`config.mk`:
```
export PLATFORM = sky130hd
export DESIGN_NAME = rxq_xfer_port
export DESIGN_NICKNAME = d
export VERILOG_FILES = /design/src/rtl/rxq_pkg.sv /design/src/rtl/rxq_fifo.sv /design/src/rtl/rxq_lane.sv /design/src/rtl/rxq_xfer_port.sv
export SDC_FILE = /design/constraint.sdc
export NUM_CORES = 1
export LEC_CHECK = 0
export BUFFER_PORTS_ARGS = -buffer_cell sky130_fd_sc_hd__clkbuf_2
export CAP_MARGIN = 25
export CORE_MARGIN = 2
export CORE_UTILIZATION = 55
export DETAILED_ROUTE_END_ITERATION = 12
export GPL_TIMING_DRIVEN = 0
export HOLD_SLACK_MARGIN = 0.15
export PLACE_DENSITY = 0.74
export SLEW_MARGIN = 10
export SYNTH_ARGS = -nofsm -noshare
export SYNTH_HDL_FRONTEND = slang
export SYNTH_SLANG_ARGS = --single-unit
```
`constraint.sdc`:
```
create_clock -name clk -period 4.2 [get_ports clk]
set_input_delay 0.21 -clock clk [delete_from_list [all_inputs] [get_ports clk]]
set_output_delay 0.21 -clock clk [all_outputs]
set_load 0.05 [all_outputs]
```
`src/rtl/rxq_pkg.sv`:
```
package rxq_pkg;
    localparam int QW = 32;

    typedef enum logic [1:0] {
        ADDR_REQ  = 2'd0,
        ADDR_RSP  = 2'd1,
        ADDR_STAT = 2'd2,
        ADDR_NONE = 2'd3
    } rxq_addr_e;

    localparam int B_AVAIL = 8;   // + queue index
    localparam int B_ERR   = 10;  // + queue index
    localparam int B_LAST  = 12;  // + queue index
    localparam int B_SID   = 14;
    localparam int B_FULL  = 15;  // + queue index
    localparam int NQ      = 2;
endpackage

```
`src/rtl/rxq_fifo.sv`:
```
module rxq_fifo #(
    parameter int W     = 34,
    parameter int DEPTH = 8
) (
    input  logic         clk,
    input  logic         rst_n,
    input  logic         flush,
    input  logic         push,
    input  logic [W-1:0] push_data,
    input  logic         pop,
    output logic [W-1:0] pop_data,
    output logic         empty,
    output logic         full
);
    localparam int AW = (DEPTH > 1) ? $clog2(DEPTH) : 1;
    localparam int CW = $clog2(DEPTH + 1);
    localparam logic [AW-1:0] PTR_TOP = AW'(DEPTH - 1);
    localparam logic [CW-1:0] CNT_MAX = CW'(DEPTH);

    typedef struct packed {
        logic [AW-1:0] wp;
        logic [AW-1:0] rp;
        logic [CW-1:0] cnt;
    } ctl_t;

    ctl_t         ctl_q, ctl_d;
    logic [W-1:0] mem_q [DEPTH];
    logic [W-1:0] mem_d [DEPTH];
    logic         push_ok, pop_ok;

    assign empty    = (ctl_q.cnt == '0);
    assign full     = (ctl_q.cnt == CNT_MAX);
    assign pop_data = mem_q[ctl_q.rp];

    always_comb begin
        ctl_d   = ctl_q;
        mem_d   = mem_q;
        push_ok = push && !full;
        pop_ok  = pop && !empty;
        if (flush) begin
            ctl_d = '0;
        end else begin
            if (push_ok) begin
                mem_d[ctl_q.wp] = push_data;
                ctl_d.wp = (ctl_q.wp == PTR_TOP) ? '0 : ctl_q.wp + 1'b1;
            end
            if (pop_ok) begin
                ctl_d.rp = (ctl_q.rp == PTR_TOP) ? '0 : ctl_q.rp + 1'b1;
            end
            if (push_ok && !pop_ok) ctl_d.cnt = ctl_q.cnt + 1'b1;
            else if (pop_ok && !push_ok) ctl_d.cnt = ctl_q.cnt - 1'b1;
        end
    end

    always_ff @(posedge clk or negedge rst_n) begin
        if (!rst_n) ctl_q <= '0;
        else        ctl_q <= ctl_d;
    end

    always_ff @(posedge clk) begin
        mem_q <= mem_d;
    end

    AST_FIFO_CNT_BOUND: assert property (@(posedge clk) disable iff (!rst_n)
        ctl_q.cnt <= CNT_MAX);
    AST_FIFO_FULL_DROP: assert property (@(posedge clk) disable iff (!rst_n)
        (full && push && !pop && !flush) |=> full);
endmodule

```
`src/rtl/rxq_lane.sv`:
```
module rxq_lane #(
    parameter int DW      = 32,
    parameter int DEPTH   = 8,
    parameter bit HAS_SID = 1'b1
) (
    input  logic          clk,
    input  logic          rst_n,
    input  logic          bus_reset,
    input  logic          push,
    input  logic [DW-1:0] push_data,
    input  logic          push_last,
    input  logic          push_sid,
    input  logic          rd,
    input  logic          clr_err,
    input  logic          clr_full,
    output logic [DW-1:0] rd_data,
    output logic          avail,
    output logic          last,
    output logic          sid,
    output logic          err,
    output logic          full_flag
);
    localparam int EW = DW + 2;

    typedef struct packed {
        logic [DW-1:0] data;
        logic          avail;
        logic          last;
        logic          sid;
        logic          err;
        logic          full;
        logic          win;
    } st_t;

    st_t           st_q, st_d;
    logic          sid_tag;
    logic [EW-1:0] head;
    logic          fifo_empty, fifo_full;
    logic          rd_ok, rd_bad, load;

    generate
        if (HAS_SID) begin : g_sid
            assign sid_tag = push_sid && st_q.win;
        end else begin : g_nosid
            assign sid_tag = 1'b0;
        end
    endgenerate

    assign rd_ok  = rd && !st_q.err && st_q.avail;
    assign rd_bad = rd && !st_q.err && !st_q.avail;
    assign load   = !st_q.avail && !fifo_empty && !bus_reset;

    rxq_fifo #(.W(EW), .DEPTH(DEPTH)) u_fifo (
        .clk       (clk),
        .rst_n     (rst_n),
        .flush     (bus_reset),
        .push      (push),
        .push_data ({push_data, push_last, sid_tag}),
        .pop       (load),
        .pop_data  (head),
        .empty     (fifo_empty),
        .full      (fifo_full)
    );

    always_comb begin
        st_d = st_q;
        if (rd_ok) begin
            st_d.avail = 1'b0;
            st_d.last  = 1'b0;
            st_d.sid   = 1'b0;
        end
        if (load) begin
            st_d.data  = head[EW-1:2];
            st_d.last  = head[1];
            st_d.sid   = head[0];
            st_d.avail = 1'b1;
        end
        if (clr_err)   st_d.err  = 1'b0;
        if (rd_bad)    st_d.err  = 1'b1;
        if (clr_full)  st_d.full = 1'b0;
        if (fifo_full) st_d.full = 1'b1;
        if (push && !push_sid) st_d.win = 1'b0;
        if (bus_reset) begin
            st_d.avail = 1'b0;
            st_d.last  = 1'b0;
            st_d.sid   = 1'b0;
            st_d.err   = 1'b1;
            st_d.win   = 1'b1;
        end
    end

    always_ff @(posedge clk or negedge rst_n) begin
        if (!rst_n) begin
            st_q     <= '0;
            st_q.err <= 1'b1;
            st_q.win <= 1'b1;
        end else begin
            st_q <= st_d;
        end
    end

    assign rd_data   = rd_ok ? st_q.data : '0;
    assign avail     = st_q.avail;
    assign last      = st_q.last;
    assign sid       = st_q.sid;
    assign err       = st_q.err;
    assign full_flag = st_q.full;

    AST_RD_CLEARS_AVAIL: assert property (@(posedge clk) disable iff (!rst_n)
        (rd && avail && !err) |=> !avail);
    AST_BLOCKED_READ_HOLDS: assert property (@(posedge clk) disable iff (!rst_n)
        (rd && err && avail && !bus_reset) |=> (avail && $stable(st_q.data)));
    AST_BUS_RESET_STATE: assert property (@(posedge clk) disable iff (!rst_n)
        bus_reset |=> (err && !avail && !last && !sid));
    AST_FULL_STICKY: assert property (@(posedge clk) disable iff (!rst_n)
        (full_flag && !clr_full) |=> full_flag);
    AST_LAST_NEEDS_AVAIL: assert property (@(posedge clk) disable iff (!rst_n)
        last |-> avail);
endmodule

```
`src/rtl/rxq_xfer_port.sv`:
```
module rxq_xfer_port #(
    parameter int DW    = rxq_pkg::QW,
    parameter int DEPTH = 8
) (
    input  logic          clk,
    input  logic          rst_n,
    input  logic          bus_reset,
    input  logic          req_push,
    input  logic [DW-1:0] req_data,
    input  logic          req_last,
    input  logic          req_sid,
    input  logic          rsp_push,
    input  logic [DW-1:0] rsp_data,
    input  logic          rsp_last,
    input  logic          bus_sel,
    input  logic          bus_wr,
    input  logic [1:0]    bus_addr,
    input  logic [DW-1:0] bus_wdata,
    output logic [DW-1:0] bus_rdata
);
    import rxq_pkg::*;

    logic          push_v [NQ];
    logic [DW-1:0] data_v [NQ];
    logic          last_in [NQ];
    logic          sid_in [NQ];
    logic          rd_v [NQ];
    logic          clr_err_v [NQ];
    logic          clr_full_v [NQ];
    logic [DW-1:0] rdat_v [NQ];
    logic          avail_v [NQ];
    logic          last_v [NQ];
    logic          sid_v [NQ];
    logic          err_v [NQ];
    logic          full_v [NQ];
    logic [DW-1:0] stat_w;
    logic          wr_stat;
    logic          unused_wdata_bits;

    assign push_v[0]  = req_push;
    assign data_v[0]  = req_data;
    assign last_in[0] = req_last;
    assign sid_in[0]  = req_sid;
    assign push_v[1]  = rsp_push;
    assign data_v[1]  = rsp_data;
    assign last_in[1] = rsp_last;
    assign sid_in[1]  = 1'b0;

    assign wr_stat = bus_sel && bus_wr && (bus_addr == ADDR_STAT);

    generate
        for (genvar q = 0; q < NQ; q++) begin : g_q
            assign rd_v[q]       = bus_sel && !bus_wr && (bus_addr == 2'(q));
            assign clr_err_v[q]  = wr_stat && bus_wdata[B_ERR + q];
            assign clr_full_v[q] = wr_stat && bus_wdata[B_FULL + q];

            rxq_lane #(.DW(DW), .DEPTH(DEPTH), .HAS_SID(q == 0)) u_lane (
                .clk       (clk),
                .rst_n     (rst_n),
                .bus_reset (bus_reset),
                .push      (push_v[q]),
                .push_data (data_v[q]),
                .push_last (last_in[q]),
                .push_sid  (sid_in[q]),
                .rd        (rd_v[q]),
                .clr_err   (clr_err_v[q]),
                .clr_full  (clr_full_v[q]),
                .rd_data   (rdat_v[q]),
                .avail     (avail_v[q]),
                .last      (last_v[q]),
                .sid       (sid_v[q]),
                .err       (err_v[q]),
                .full_flag (full_v[q])
            );
        end
    endgenerate

    always_comb begin
        stat_w = '0;
        for (int q = 0; q < NQ; q++) begin
            stat_w[B_AVAIL + q] = avail_v[q];
            stat_w[B_ERR + q]   = err_v[q];
            stat_w[B_LAST + q]  = last_v[q];
            stat_w[B_FULL + q]  = full_v[q];
        end
        stat_w[B_SID] = sid_v[0] | sid_v[1];
    end

    always_comb begin
        bus_rdata = '0;
        if (bus_sel && !bus_wr) begin
            case (bus_addr)
                ADDR_REQ:  bus_rdata = rdat_v[0];
                ADDR_RSP:  bus_rdata = rdat_v[1];
                ADDR_STAT: bus_rdata = stat_w;
                default:   bus_rdata = '0;
            endcase
        end
    end

    assign unused_wdata_bits = ^bus_wdata;

    AST_RSP_NO_SID: assert property (@(posedge clk) disable iff (!rst_n)
        !sid_v[1]);
    AST_BUSRST_BLOCKS_BOTH: assert property (@(posedge clk) disable iff (!rst_n)
        bus_reset |=> (err_v[0] && err_v[1]));
endmodule

```
Word level (Yosys, flattened, before mapping)
Index checks and enable logic that the tools add are counted.
{"block": "word_totals", "inputBits": 108, "wordCells": 173, "ff_bits": 639}
{"block": "op_classes", "bitwise": 6, "order_cmp": 6, "eq_ne": 8, "n_reduce_logical": 64, "muxes": 46, "n_addsub": 8}
{"operator": "272-bit bitwise mux", "n": 2}
{"operator": "34-bit binary-select mux with 3-bit select", "n": 2}
{"operator": "34-bit demux with 3-bit select", "n": 2}
{"operator": "34-bit two-way mux", "n": 6}
{"operator": "32-bit two-way mux", "n": 3}
{"operator": "32-bit one-hot mux with 3 select lines", "n": 1}
{"operator": "3-bit two-way mux", "n": 12}
{"operator": "1-bit logical AND", "n": 31}
{"operator": "4-bit two-way mux", "n": 6}
{"operator": "10-bit two-way mux", "n": 2}
{"operator": "3-bit nonzero test", "n": 6}
{"operator": "4-bit >= comparator (second input constant)", "n": 4}
{"operator": "3-bit NOT with 4-bit output", "n": 4}
{"operator": "1-bit zero test", "n": 15}
{"operator": "2-bit nonzero test", "n": 7}
{"operator": "3-bit by 1-bit adder with 3-bit output (second input constant)", "n": 4}
{"operator": "3-bit equality test (second input constant)", "n": 4}
{"operator": "1-bit two-way mux", "n": 10}
{"operator": "4-bit by 1-bit adder with 4-bit output (second input constant)", "n": 2}
{"operator": "4-bit equality test (second input constant)", "n": 2}
{"operator": "4-bit zero test", "n": 2}
{"operator": "4-bit by 1-bit less-than comparator with 1-bit output (second input constant)", "n": 2}
{"operator": "4-bit by 1-bit subtractor with 4-bit output (second input constant)", "n": 2}
{"operator": "2-bit AND reduction", "n": 2}
{"operator": "other kinds (5)", "n": 5}

Depth between registers and ports, before layout
Gate-level depths: netlist of the first run.
{"block": "logic_depth", "depth_word": 9, "mapped_depth": 10, "mapped_depth_nobuf": 9}

Modules after synthesis
Synthesis of the first run repeated with hierarchy kept, for this count alone.
{"block": "unflattened", "cells_unflattened": 1290, "area_unflattened_um2": 25862.3}
{"module": "rxq_fifo (g_q[0].u_lane.u_fifo)", "area_per_inst_um2": 10915.5, "instances": 1, "cells_per_inst": 477, "seq_area_each_um2": 8418.1}
{"module": "rxq_fifo (g_q[1].u_lane.u_fifo)", "area_per_inst_um2": 10911.7, "instances": 1, "cells_per_inst": 477, "seq_area_each_um2": 8418.1}
{"module": "rxq_lane (g_q[0].u_lane)", "area_per_inst_um2": 1707.9, "instances": 1, "cells_per_inst": 129, "seq_area_each_um2": 953.4}
{"module": "rxq_lane (g_q[1].u_lane)", "area_per_inst_um2": 1665.3, "instances": 1, "cells_per_inst": 126, "seq_area_each_um2": 927.1}
{"module": "rxq_xfer_port", "area_per_inst_um2": 661.9, "instances": 1, "cells_per_inst": 81, "seq_area_each_um2": 0.0}

Worst setup path before layout of the first run
No wires, ideal clock.
{"block": "synth_timing", "kind": "register to register", "startpoint": "reg g_q[1].u_lane.u_fifo.ctl_q[3] (netlist bit)", "endpoint": "reg g_q[1].u_lane.u_fifo.mem_q[239] (netlist bit), enable pin", "arrival_ns": 3.466, "setup_slack_ns": 0.270, "path_stages_with_launch": 6, "n_path_buf": 1, "synth_period_minus_slack_ns": 3.930, "cell_sequence": "dfrtp_1 or4b_1 buf_6 nand2_1 or3_1 nor3_1"}
{"block": "synth_via", "elab_chain_len": 4}
{"element": "start: declaration", "line": "rxq_fifo.sv:26", "text": "ctl_t ctl_q, ctl_d;"}
{"element": "start signal: assignment", "line": "rxq_fifo.sv:57", "text": "else ctl_q <= ctl_d;"}
{"element": "4-bit equality test", "line": "rxq_fifo.sv:32", "text": "assign full = (ctl_q.cnt == CNT_MAX);"}
{"element": "1-bit zero test", "line": "rxq_fifo.sv:38", "text": "push_ok = push && !full;"}
{"element": "1-bit logical AND", "line": "rxq_fifo.sv:38"}
{"element": "2-bit AND reduction (no line)"}
{"element": "end signal: assignment", "line": "rxq_fifo.sv:61", "text": "mem_q <= mem_d;"}
{"element": "end: declaration", "line": "rxq_fifo.sv:27", "text": "logic [W-1:0] mem_q [DEPTH];"}
Every way passes these cells.
A chain may end at the register's enable or synchronous reset.

Final worst setup path of the first run
{"block": "layout_timing", "startpoint": "reg g_q[1].u_lane.st_q (netlist bit g_q[1].u_lane.avail)", "endpoint": "out bus_rdata[17]"}
{"block": "layout_via", "elab_chain_len": 4}
{"element": "start: declaration", "line": "rxq_lane.sv:35", "text": "st_t st_q, st_d;"}
{"element": "start signal: assignment", "line": "rxq_lane.sv:98", "text": "st_q <= st_d;"}
{"element": "1-bit logical AND", "line": "rxq_lane.sv:49", "text": "assign rd_ok = rd && !st_q.err && st_q.avail;"}
{"element": "32-bit two-way mux", "line": "rxq_lane.sv:102", "text": "assign rd_data = rd_ok ? st_q.data : '0;"}
{"element": "32-bit one-hot mux with 3 select lines", "line": "rxq_xfer_port.sv:92", "text": "case (bus_addr)"}
{"element": "32-bit two-way mux", "line": "rxq_xfer_port.sv:91", "text": "if (bus_sel && !bus_wr) begin"}
{"element": "end: declaration", "line": "rxq_xfer_port.sv:19", "text": "output logic [DW-1:0] bus_rdata"}
Every way passes these cells.

==> flow_metrics.tcl, run 1 <==
set metrics [dict create \
    syn-num-nets 1359 \
    cts_tree "yes" \
    grt_max_degree 59 \
    synth_warnings 0 \
    rsz0062_at_grt "no" \
    fin_util 0.6587 \
    n_antenna_cell 0 \
    arrival_ns 3.13 \
    synthFlopType "edfxtp_1" \
    rows 77 \
    drt_iter0_drc 1223 \
    cp.required_ns 3.99 \
    die_h_um 214.9 \
    synth-edff-count 536 \
    cts.sinks 630 \
    top_layer_used "met4" \
    postSynthAreaPerCell_um2 19.76 \
    die_area_um2 46180 \
    drv_slew 0 \
    critPathKind "reg2out" \
    max-slew-margin-rel 0.3698 \
    place_congestion 0.8709 \
    cts_buffer_depth 3 \
    ioPinCount 140 \
    wl_per_cell_um 24.71 \
    layout-drive-gt1-share 0.2655 \
    p_leak_nw 9.800 \
    place_area_um2 26330 \
    crit_path_max_fanout 10 \
    synth-seq-cells 630 \
    wl_met2_um 26490 \
    setup_viol 0 \
    ys_async_sr_fraction 0.1492 \
    firstDrtPassIters 5 \
    multi_input_area_um2 5773 \
    power.density_nw_per_um2 556.7 \
    final_common_cell "edfxtp_1" \
    maxCapViolations 0 \
    antenna_found_initial 0 \
    ys_types 57 \
    syn_area_um2 24460 \
    core-area_um2 44030 \
    dr_wl_met3_um 3426 \
    floorplan.initialDensity 0.5556 \
    vdd_drop_max_mv 0.3609 \
    post-route-period-util 0.7952 \
    syn_inst 1238 \
    register_area_um2 18450 \
    vias_per_cell 5.921 \
    fill_cells 2911 \
    grt_remaining_overflow 0 \
    hold_violations 0 \
    fin_cells 2170 \
    root_buffer "clkbuf_16" \
    design_area_um2 29000 \
    max_freq_ghz 0.2994 \
    final_cell_mix "edfxtp_1 (536), mux4_2 (134), clkbuf_2 (109)" \
    cp-end-kind "output pin" \
    gr-usage-all-layers 0.2389 \
    outcome "complete, no violations" \
    cts-htree-levels 2 \
    m1WireLength_um 22710 \
    routed_wl_um 53610 \
    grt_pass1_vias 13570 \
    grt_pass1_wl_um 81810 \
    finalClockSkew_ns 0.01682 \
    antenna_left 0 \
    worst_pin_slew_ns 0.9454 \
    clock_latency_ns 0.63 \
    hold_class "in2reg" \
    seq_area_frac_synth 0.7543 \
    dp_hpwl_um 35050 \
    drc_errors 0 \
    numCtsBuffers 59 \
    die_w_um 214.9 \
    io_buffer_count 110 \
    via_count 12850 \
    nets 1648 \
    clk_pin_slew_ns 0.06 \
    min_period_ns 3.340 \
    dp_cells 1975 \
    start_kind "flop" \
    syn_to_final_growth_pct 18.56 \
]
==> per-stage QoR <==
step,hold slack (ns),power (mW),setup TNS (ns),setup WS [ns]
2_1_floorplan,-0.08559,9.981,0,0.2701
3_3_place_gp,0.4685,10.92,-441.16,-2.082
3_5_place_dp,0.2585,11.08,0,1.167
4_1_cts,0.1533,16.23,0,0.9594
5_1_grt,0.1944,16.79,0,0.7785
6_report,0.1957,16.15,0,0.8600
==> area by class of cell <==
| type | count | area share |
|---|---|---|
| Buffer | 68 | 0.01053 |
| Timing Repair Buffer | 228 | 0.06385 |
| Clock buffer | 73 | 0.05272 |
| Inverter | 10 | 0.001294 |
| Tap cell | 592 | 0.02554 |
| Clock inverter | 39 | 0.01083 |
| Sequential cell | 630 | 0.6362 |
| Multi-Input combinational cell | 530 | 0.1991 |
==> where the power goes <==
| part | leakage [nW] | switching [mW] | internal (mW) |
|---|---|---|---|
| Sequential | 5.97 | 0.361 | 7.32 |
| Clock | 0.912 | 2.24 | 2.89 |
| Combinational | 2.92 | 1.85 | 1.50 |
| Total | 9.80 | 4.45 | 11.7 |
==> cells by family (layout without fill, tap and decap cells) <==
group / after synthesis / count (layout) / share of synthesized area
multiplexers: 207 / 207 / 0.1544
AO/OA/AOI/OAI: 136 / 136 / 0.03616
buffers and inverters: 78 / 418 / 0.01401
XOR/XNOR: 4 / 4 / 0.001432
adder cells (fa/ha/maj): 13 / 13 / 0.007263
flip-flops: 630 / 630 / 0.7543
AND/OR/NAND/NOR: 170 / 170 / 0.03248
==> path summary, 6_finish.rpt <==
| kind | slack [ns] | endpoint | cells after the start | startpoint |
|---|---|---|---|---|
| max | 0.86 | bus_rdata[17] | 6 | g_q[1].u_lane.avail$_DFFE_PN0P_ |
| min | 0.20 | g_q[0].u_lane.full_flag$_DFFE_PN0P_ | 5 | bus_sel |
| max reg2reg | 1.03 | g_q[1].u_lane.u_fifo.ctl_q[3]$_DFFE_PN0P_ | 9 | g_q[1].u_lane.u_fifo.ctl_q[0]$_DFFE_PN0P_ |
| min reg2reg | 0.49 | g_q[0].u_lane.full_flag$_DFFE_PN0P_ | 2 | g_q[0].u_lane.full_flag$_DFFE_PN0P_ |
| max in group asynchronous | 2.39 | g_q[1].u_lane.u_fifo.ctl_q[3]$_DFFE_PN0P_ | 4 | rst_n |
| min in group asynchronous | 0.66 | g_q[0].u_lane.st_q[8]$_DFFE_PN0N_ | 3 | rst_n |
==> sequential cells by signal (all words and copies together) (netlist names) <==
register                 cells
g_q.u_lane.avail             2
g_q.u_lane.err               2
g_q.u_lane.full_flag         2
g_q.u_lane.last              2
g_q.u_lane.sid               1
g_q.u_lane.st_q             65
g_q.u_lane.u_fifo.ctl_q     20
g_q.u_lane.u_fifo.mem_q    536
==> routing by layer <==
layer	vias to the layer above	GRT usage
met5	-	0
met4	0	0.06088
met1	6719	0.3346
met2	456	0.3939
li1	5605	-
met3	69	0.04459
==> critical path: stages (launching register included) <==
cell,delay [ns]
dfrtp_1,0.32
clkbuf_1,0.41
and4_1,0.27
clkbuf_1,0.24
clkbuf_1,0.61
a22o_1,0.33
clkbuf_2,0.31
==> synth_stat cells (3+ instances only) <==
cell type  count  share of area
nor3b_1        3        0.00092
buf_2         19         0.0039
nand2b_1       4         0.0010
nand3_1        7         0.0014
nor3_1        12         0.0025
buf_1          5        0.00077
o21ai_0       39         0.0080
a222oi_1       7         0.0029
xor2_1         3         0.0011
ha_1          11         0.0056
a21oi_1       47         0.0096
a22o_1        24         0.0086
nand2_1       56         0.0086
inv_1         10         0.0015
mux4_2       134           0.12
buf_6          3         0.0014
clkbuf_1      40         0.0061
mux2i_1       66          0.027
edfxtp_1     536           0.66
nor2b_1        3        0.00077
nor2_1        62         0.0095
mux2_4         5         0.0031
dfrtp_1       91          0.093
nand4b_1       3         0.0011
dfstp_2        3         0.0032
or3_1          4         0.0010
==> timing repair <==
| item | in CTS | in global routing |
|---|---|---|
| endpoints found under the hold margin | 647 | 0 |
| hold buffers | 83 | 0 |
| resized for setup | 0 | 0 |
| buffers inserted | 0 | 0 |
(Power assumes the default switching activity.)
==> inputs of run 2 (changes only) <==
ABC_AREA = 1   (was default)
PLACE_DENSITY = 0.71   (was 0.74)
clock period = 3.4 ns   (was 4.2 ns; I/O delays follow)
==> run 2 against run 1 <==
Critical path depth up 2. Via count grew 36%. Combinational power is 73% higher. First-iteration DRC count rose by 52%. Cell count up 37%. Die area is 3.1% higher. Wire length is 26% higher. Sequential share of layout area decreased by 2.2 points. Sequential cell count unchanged. Non-clock buffer count grew 40. Synthesized area grew 3.2%. Power up 37%.
==> flow_metrics.tcl, run 2 <==
set metrics [dict create \
    syn_to_final_growth_pct 19.08 \
    ys_async_sr_fraction 0.1492 \
    grt_pass1_wl_um 102100 \
    final_cell_mix "edfxtp_1 (536), nor2_1 (275), o21ai_0 (255)" \
    synthFlopType "edfxtp_1" \
    die_h_um 218.2 \
    min_period_ns 2.642 \
    synth_mux_area_frac 0 \
    synth_top_family_by_area "compound AO/OA/AOI/OAI gates" \
    clk_pin_slew_ns 0.06 \
    synth_most_common_cell "edfxtp_1" \
    floorplan.initialDensity 0.5561 \
    rr_worst_depth 8 \
    pre_cts_slack_ns 0.9253 \
    cts_buffer_depth 3 \
    maxCapViolations 0 \
    syn-num-nets 2157 \
    synth_xor_area_frac 0.0006941 \
    grt_remaining_overflow 0 \
    rrSetupSlack_ns 0.87 \
    layout_setup_ws_ns 0.7579 \
    routed_wl_um 67680 \
    netlist.area_leader.share 0.6378 \
    cts_hold_buf 85 \
    worstHoldPathCells 8 \
    postSynthAreaPerCell_um2 12.39 \
    antenna_found_initial 1 \
    setup_viol 0 \
    vdd_drop_max_mv 0.4849 \
    seq_area_frac_synth 0.7312 \
    largest_reg_flops 536 \
    arrival_ns 2.47 \
    synth-simple-area-share 0.1012 \
    p_sw_mw 7.272 \
    max-slew-margin-rel 0.4371 \
    die_w_um 218.2 \
    ioPinCount 140 \
    cts_setup_buffers 0 \
    yosysTopAreaCell "edfxtp_1" \
    grt_pass1_vias 17570 \
    synth-seq-cells 630 \
    root_buffer "clkbuf_16" \
    p_leak_nw 11.02 \
    firstDrtPassIters 8 \
    core-area_um2 45380 \
    rsz0062_at_grt "no" \
    io_buffer_count 111 \
    fill_cells 3294 \
    synth_compound_area_frac 0.1191 \
    design_area_um2 30050 \
    worstReg2RegEnd "g_q[0].u_lane.u_fifo.mem_q[132]$_DFFE_PP_" \
    wl_per_cell_um 22.81 \
    start_kind "flop" \
    antenna_left 0 \
    top_regs "g_q.u_lane.u_fifo.mem_q: 536 flops, g_q.u_lane.st_q: 65 flops, g_q.u_lane.u_fifo.ctl_q: 20 flops" \
    place_congestion 0.8907 \
    layout-drive-gt1-share 0.1327 \
    cts.repair.resized 0 \
    rows 78 \
    synthTopCellsByArea "edfxtp_1 (64%), dfrtp_1 (9.0%), o21ai_0 (5.1%)" \
    p_clk_frac 0.312 \
    post-route-period-util 0.7771 \
    syn_area_um2 25240 \
    p_comb_frac 0.262 \
    gr-usage-all-layers 0.2881 \
    syn_inst 2036 \
    die_area_um2 47610 \
    outcome "complete, no violations" \
    cp.required_ns 3.23 \
    max_freq_ghz 0.3785 \
    vias_per_cell 5.879 \
    critPathKind "reg2out" \
    drc_errors 0 \
    worst_pin_slew_ns 0.8443 \
    registers.top_by_ff_count "g_q.u_lane.u_fifo.mem_q" \
    netlist_top_cells_count "edfxtp_1 (536), nor2_1 (289), o21ai_0 (255)" \
    ys_types 29 \
    drv_slew 0 \
    synth-edff-count 536 \
    p_seq_frac 0.426 \
    final_common_cell "edfxtp_1" \
    total_power_mw 22.15 \
    numCtsBuffers 60 \
    hold_end "g_q[1].u_lane.avail$_DFFE_PN0P_" \
    synth_warnings 0 \
    reg2reg_from "g_q[0].u_lane.u_fifo.ctl_q[3]$_DFFE_PN0P_" \
    hold_class "in2reg" \
    via_count 17440 \
    switching_share 0.3284 \
    grt_max_degree 56 \
    hold_path.startpoint "bus_sel" \
    hold_violations 0 \
    crit_path_max_fanout 10 \
    cts_tree "yes" \
    cts-htree-levels 2 \
    place_area_um2 27120 \
    cp-end-kind "output pin" \
    dp_hpwl_um 43360 \
    drt_iter0_drc 1857 \
    power.density_nw_per_um2 736.9 \
    cts.sinks 630 \
    synth_fa_ha_area_frac 0.007041 \
    nets 2435 \
    clock_latency_ns 0.64 \
    finalClockSkew_ns 0.01674 \
    p_int_mw 14.87 \
]
-- run 2: changes by cell type after synthesis, moves of 29 or more --
cell | before | now
mux4_2 | 134 | 0
inv_1 | 10 | 104
a21oi_1 | 47 | 76
nand2_1 | 56 | 253
nor2_1 | 62 | 289
nand3_1 | 7 | 91
o21ai_0 | 39 | 255
o21ai_1 | 0 | 32
o211ai_1 | 0 | 130
mux2i_1 | 66 | 0
-- run 2: per-layer routing --
| metal | global-route usage | wire [um] | up-vias | share of wire |
|---|---|---|---|---|
| li1 | - | - | 7865 | - |
| met1 | 0.3641 | 25140 | 8464 | 0.37 |
| met2 | 0.4920 | 33740 | 935 | 0.50 |
| met3 | 0.04718 | 6015 | 179 | 0.089 |
| met4 | 0.1290 | 2781 | 0 | 0.041 |
| met5 | 0 | 0 | - | 0 |
-- run 2: stage by stage --
stage	cells	utilization	hold WS, ns	TNS, ns
floorplan	2036	-	-0.1256	0
global placement	2747	0.5851	0.4321	-463.00
detailed placement	2767	0.5977	0.2319	0
CTS	2966	0.6621	0.2615	0
global route	2967	0.6622	0.3268	0
finish	2967	0.6622	0.2791	0
-- run 2: power by group through the flow --
stage	registers [mW]	clock network [mW]	logic, mW
final	9.43	6.90	5.81
after global routing	9.50	7.23	6.37
after CTS	9.42	6.93	5.72
after detailed placement	9.57	0	5.56
after global placement	9.57	0	5.31
after floorplan	9.47	0	3.58
-- run 2: area by class of cell --
cell class                 instances  area, um^2  area share
buffer                           120       609.3     0.02028
clock inverter                    24       297.8    0.009910
timing repair buffer             216        1869     0.06221
multi-input combinational       1175        5883      0.1958
inverter                         111       419.2     0.01395
clock buffer                      90        1767     0.05879
tap                              600       750.7     0.02498
antenna                            1       2.502  0.00008327
sequential                       630       18450      0.6140
-- run 2: kinds of logic after synthesis --
kind of cell             count (synthesis)
adder cells (fa/ha/maj)                 13
AND/OR/NAND/NOR                        642
AO/OA/AOI/OAI                          518
XOR/XNOR                                 2
buffers and inverters                  231
flip-flops                             630
-- run 2: critical path: stages, from the launching register on --
cell      delay (ns)
dfrtp_1         0.43
inv_1           0.13
nor2_2          0.34
buf_4           0.25
nand2_1         0.06
nand3_1         0.08
nand2_1         0.15
inv_1           0.12
clkbuf_2        0.28
-- run 2: worst max path at each step --
stage                                               from                                         to  slack [ns]  cells past startpoint
6_report                 g_q[0].u_lane.avail$_DFFE_PN0P_                              bus_rdata[13]        0.76                      8
5_1_grt                  g_q[0].u_lane.avail$_DFFE_PN0P_                              bus_rdata[13]        0.67                      8
4_1_cts                  g_q[0].u_lane.avail$_DFFE_PN0P_                              bus_rdata[13]        0.78                      8
3_5_place_dp   g_q[0].u_lane.u_fifo.ctl_q[3]$_DFFE_PN0P_  g_q[0].u_lane.u_fifo.mem_q[129]$_DFFE_PP_        0.93                      8
3_3_place_gp   g_q[1].u_lane.u_fifo.ctl_q[3]$_DFFE_PN0P_   g_q[1].u_lane.u_fifo.mem_q[25]$_DFFE_PP_       -1.08                      7
2_1_floorplan  g_q[0].u_lane.u_fifo.ctl_q[3]$_DFFE_PN0P_  g_q[0].u_lane.u_fifo.mem_q[102]$_DFFE_PP_        0.57                      7
==> inputs of run 3 (changes only) <==
PLACE_DENSITY = 0.74   (was 0.71)
clock period = 2.4 ns   (was 3.4 ns; I/O delays follow)
==> run 3 against run 2 <==
Register-to-register slack got worse by 0.73 ns. Sequential power is 42% higher. Global-route usage fell by 0.47 points. Wire length decreased by 0.90%. Highest routed layer is now met5.
==> flow_metrics.tcl, run 3 (same netlist as run 2, synthesis figures left out) <==
set metrics [dict create \
    rows 78 \
    power.density_nw_per_um2 1020 \
    top_regs "g_q.u_lane.u_fifo.mem_q: 536 flops, g_q.u_lane.st_q: 65 flops, g_q.u_lane.u_fifo.ctl_q: 20 flops" \
    pre_cts_slack_ns -0.08078 \
    multi_input_area_um2 5911 \
    start_kind "flop" \
    layout_setup_ws_ns 0.08427 \
    cp.required_ns 2.28 \
    largest_reg_flops 536 \
    ioPinCount 140 \
    antenna_found_initial 1 \
    dp_hpwl_um 43000 \
    max_freq_ghz 0.4318 \
    crit_path_max_fanout 10 \
    fin_util 0.6692 \
    max-slew-margin-rel 0.4439 \
    grt_pass1_vias 17310 \
    numCtsBuffers 60 \
    nets 2457 \
    gr-usage-all-layers 0.2834 \
    maxCapViolations 0 \
    hold_class "in2reg" \
    cts_tree "yes" \
    grt_max_degree 65 \
    cts-htree-levels 2 \
    syn_to_final_growth_pct 20.34 \
    registers.top_by_ff_count "g_q.u_lane.u_fifo.mem_q" \
    antenna_left 0 \
    p_leak_nw 11.16 \
    fin_setup_tns_ns 0 \
    finalClockSkew_ns 0.02332 \
    worst_pin_slew_ns 0.8342 \
    core-area_um2 45380 \
    total_power_mw 30.99 \
    die_h_um 218.2 \
    vdd_drop_max_mv 0.7451 \
    via_count 17570 \
    clock_latency_ns 0.63 \
    fill_cells 3102 \
    firstDrtPassIters 5 \
    critPathKind "reg2out" \
    post-route-period-util 0.9649 \
    drc_errors 0 \
    place_congestion 0.9265 \
    outcome "complete, no violations" \
    place_area_um2 27110 \
    layout-drive-gt1-share 0.1438 \
    final_cell_mix "edfxtp_1 (536), nor2_1 (275), o21ai_0 (255)" \
    floorplan.initialDensity 0.5561 \
    worstHoldPathCells 7 \
    vias_per_cell 5.881 \
    arrival_ns 2.20 \
    min_period_ns 2.316 \
    io_buffer_count 111 \
    final_common_cell "edfxtp_1" \
    rr_worst_depth 9 \
    drt_iter0_drc 2163 \
    die_area_um2 47610 \
    grt_remaining_overflow 0 \
    drv_slew 0 \
    hold_violations 0 \
    design_area_um2 30370 \
    register_area_um2 18450 \
    clk_pin_slew_ns 0.07 \
    cts.sinks 630 \
    wl_per_cell_um 22.45 \
    rrSetupSlack_ns 0.14 \
    die_w_um 218.2 \
    cts_buffer_depth 3 \
    cp-end-kind "output pin" \
    root_buffer "clkbuf_16" \
    setup_viol 0 \
    routed_wl_um 67070 \
    grt_pass1_wl_um 100100 \
]
==> run 3: area by class of cell <==
| cell class | instances | share of cell area |
|---|---|---|
| Sequential cell | 630 | 0.6076 |
| Multi-Input combinational cell | 1175 | 0.1946 |
| Timing Repair Buffer | 238 | 0.07404 |
| Clock buffer | 81 | 0.05575 |
| Tap cell | 600 | 0.02472 |
| Buffer | 120 | 0.02035 |
| Inverter | 111 | 0.01380 |
| Clock inverter | 31 | 0.008982 |
| Antenna cell | 1 | 0.00008240 |
==> run 3: routing by layer <==
layer | routed length, um | share of wire | global-route usage
met1 | 24210 | 0.36 | 0.3535
met3 | 6543 | 0.098 | 0.05150
met2 | 33560 | 0.50 | 0.4818
met5 | 13 | 0.00019 | 0
met4 | 2737 | 0.041 | 0.1338
==> run 3: final timing paths <==
kind,to,start
max,bus_rdata[8],g_q[0].u_lane.err$_DFFE_PN1P_
min,g_q[0].u_lane.avail$_DFFE_PN0P_,bus_addr[0]
max reg2reg,g_q[1].u_lane.u_fifo.mem_q[196]$_DFFE_PP_,g_q[1].u_lane.u_fifo.ctl_q[3]$_DFFE_PN0P_
min reg2reg,g_q[1].u_lane.st_q[25]$_DFFE_PN0N_,g_q[1].u_lane.st_q[25]$_DFFE_PN0N_
max in group asynchronous,g_q[0].u_lane.st_q[32]$_DFFE_PN0N_,rst_n
min in group asynchronous,g_q[0].u_lane.st_q[0]$_DFFE_PN1P_,rst_n
==> run 3: power breakdown <==
part	leakage, nW	internal (mW)	switching, mW
Clock	0.959	5.37	4.02
Combinational	4.19	2.55	5.69
Sequential	6.01	12.8	0.522
Total	11.2	20.8	10.2
==> run 3: per-stage QoR <==
step | instances | hold slack [ns]
after floorplan | 2036 | -0.1756
after global placement | 2747 | 0.3836
after detailed placement | 2766 | 0.1234
after CTS | 2974 | 0.1547
after global routing | 2986 | 0.2329
final | 2987 | 0.1452
==> run 3: what timing repair did <==
item	in CTS	in global routing
setup buffers	9	12
resized for setup	10	40
endpoints found under the hold margin	658	0
endpoints found under the setup margin	137	229
hold buffers	87	0
pin swaps	7	9
==> run 3: worst max-delay path, stage by stage (launching register included) <==
cell and delay [ns]:
dfstp_2 0.38, nor2_1 0.12, nand2_2 0.09, nor2_4 0.23
buf_6 0.18, a21oi_1 0.08, a21oi_1 0.23, buf_4 0.25
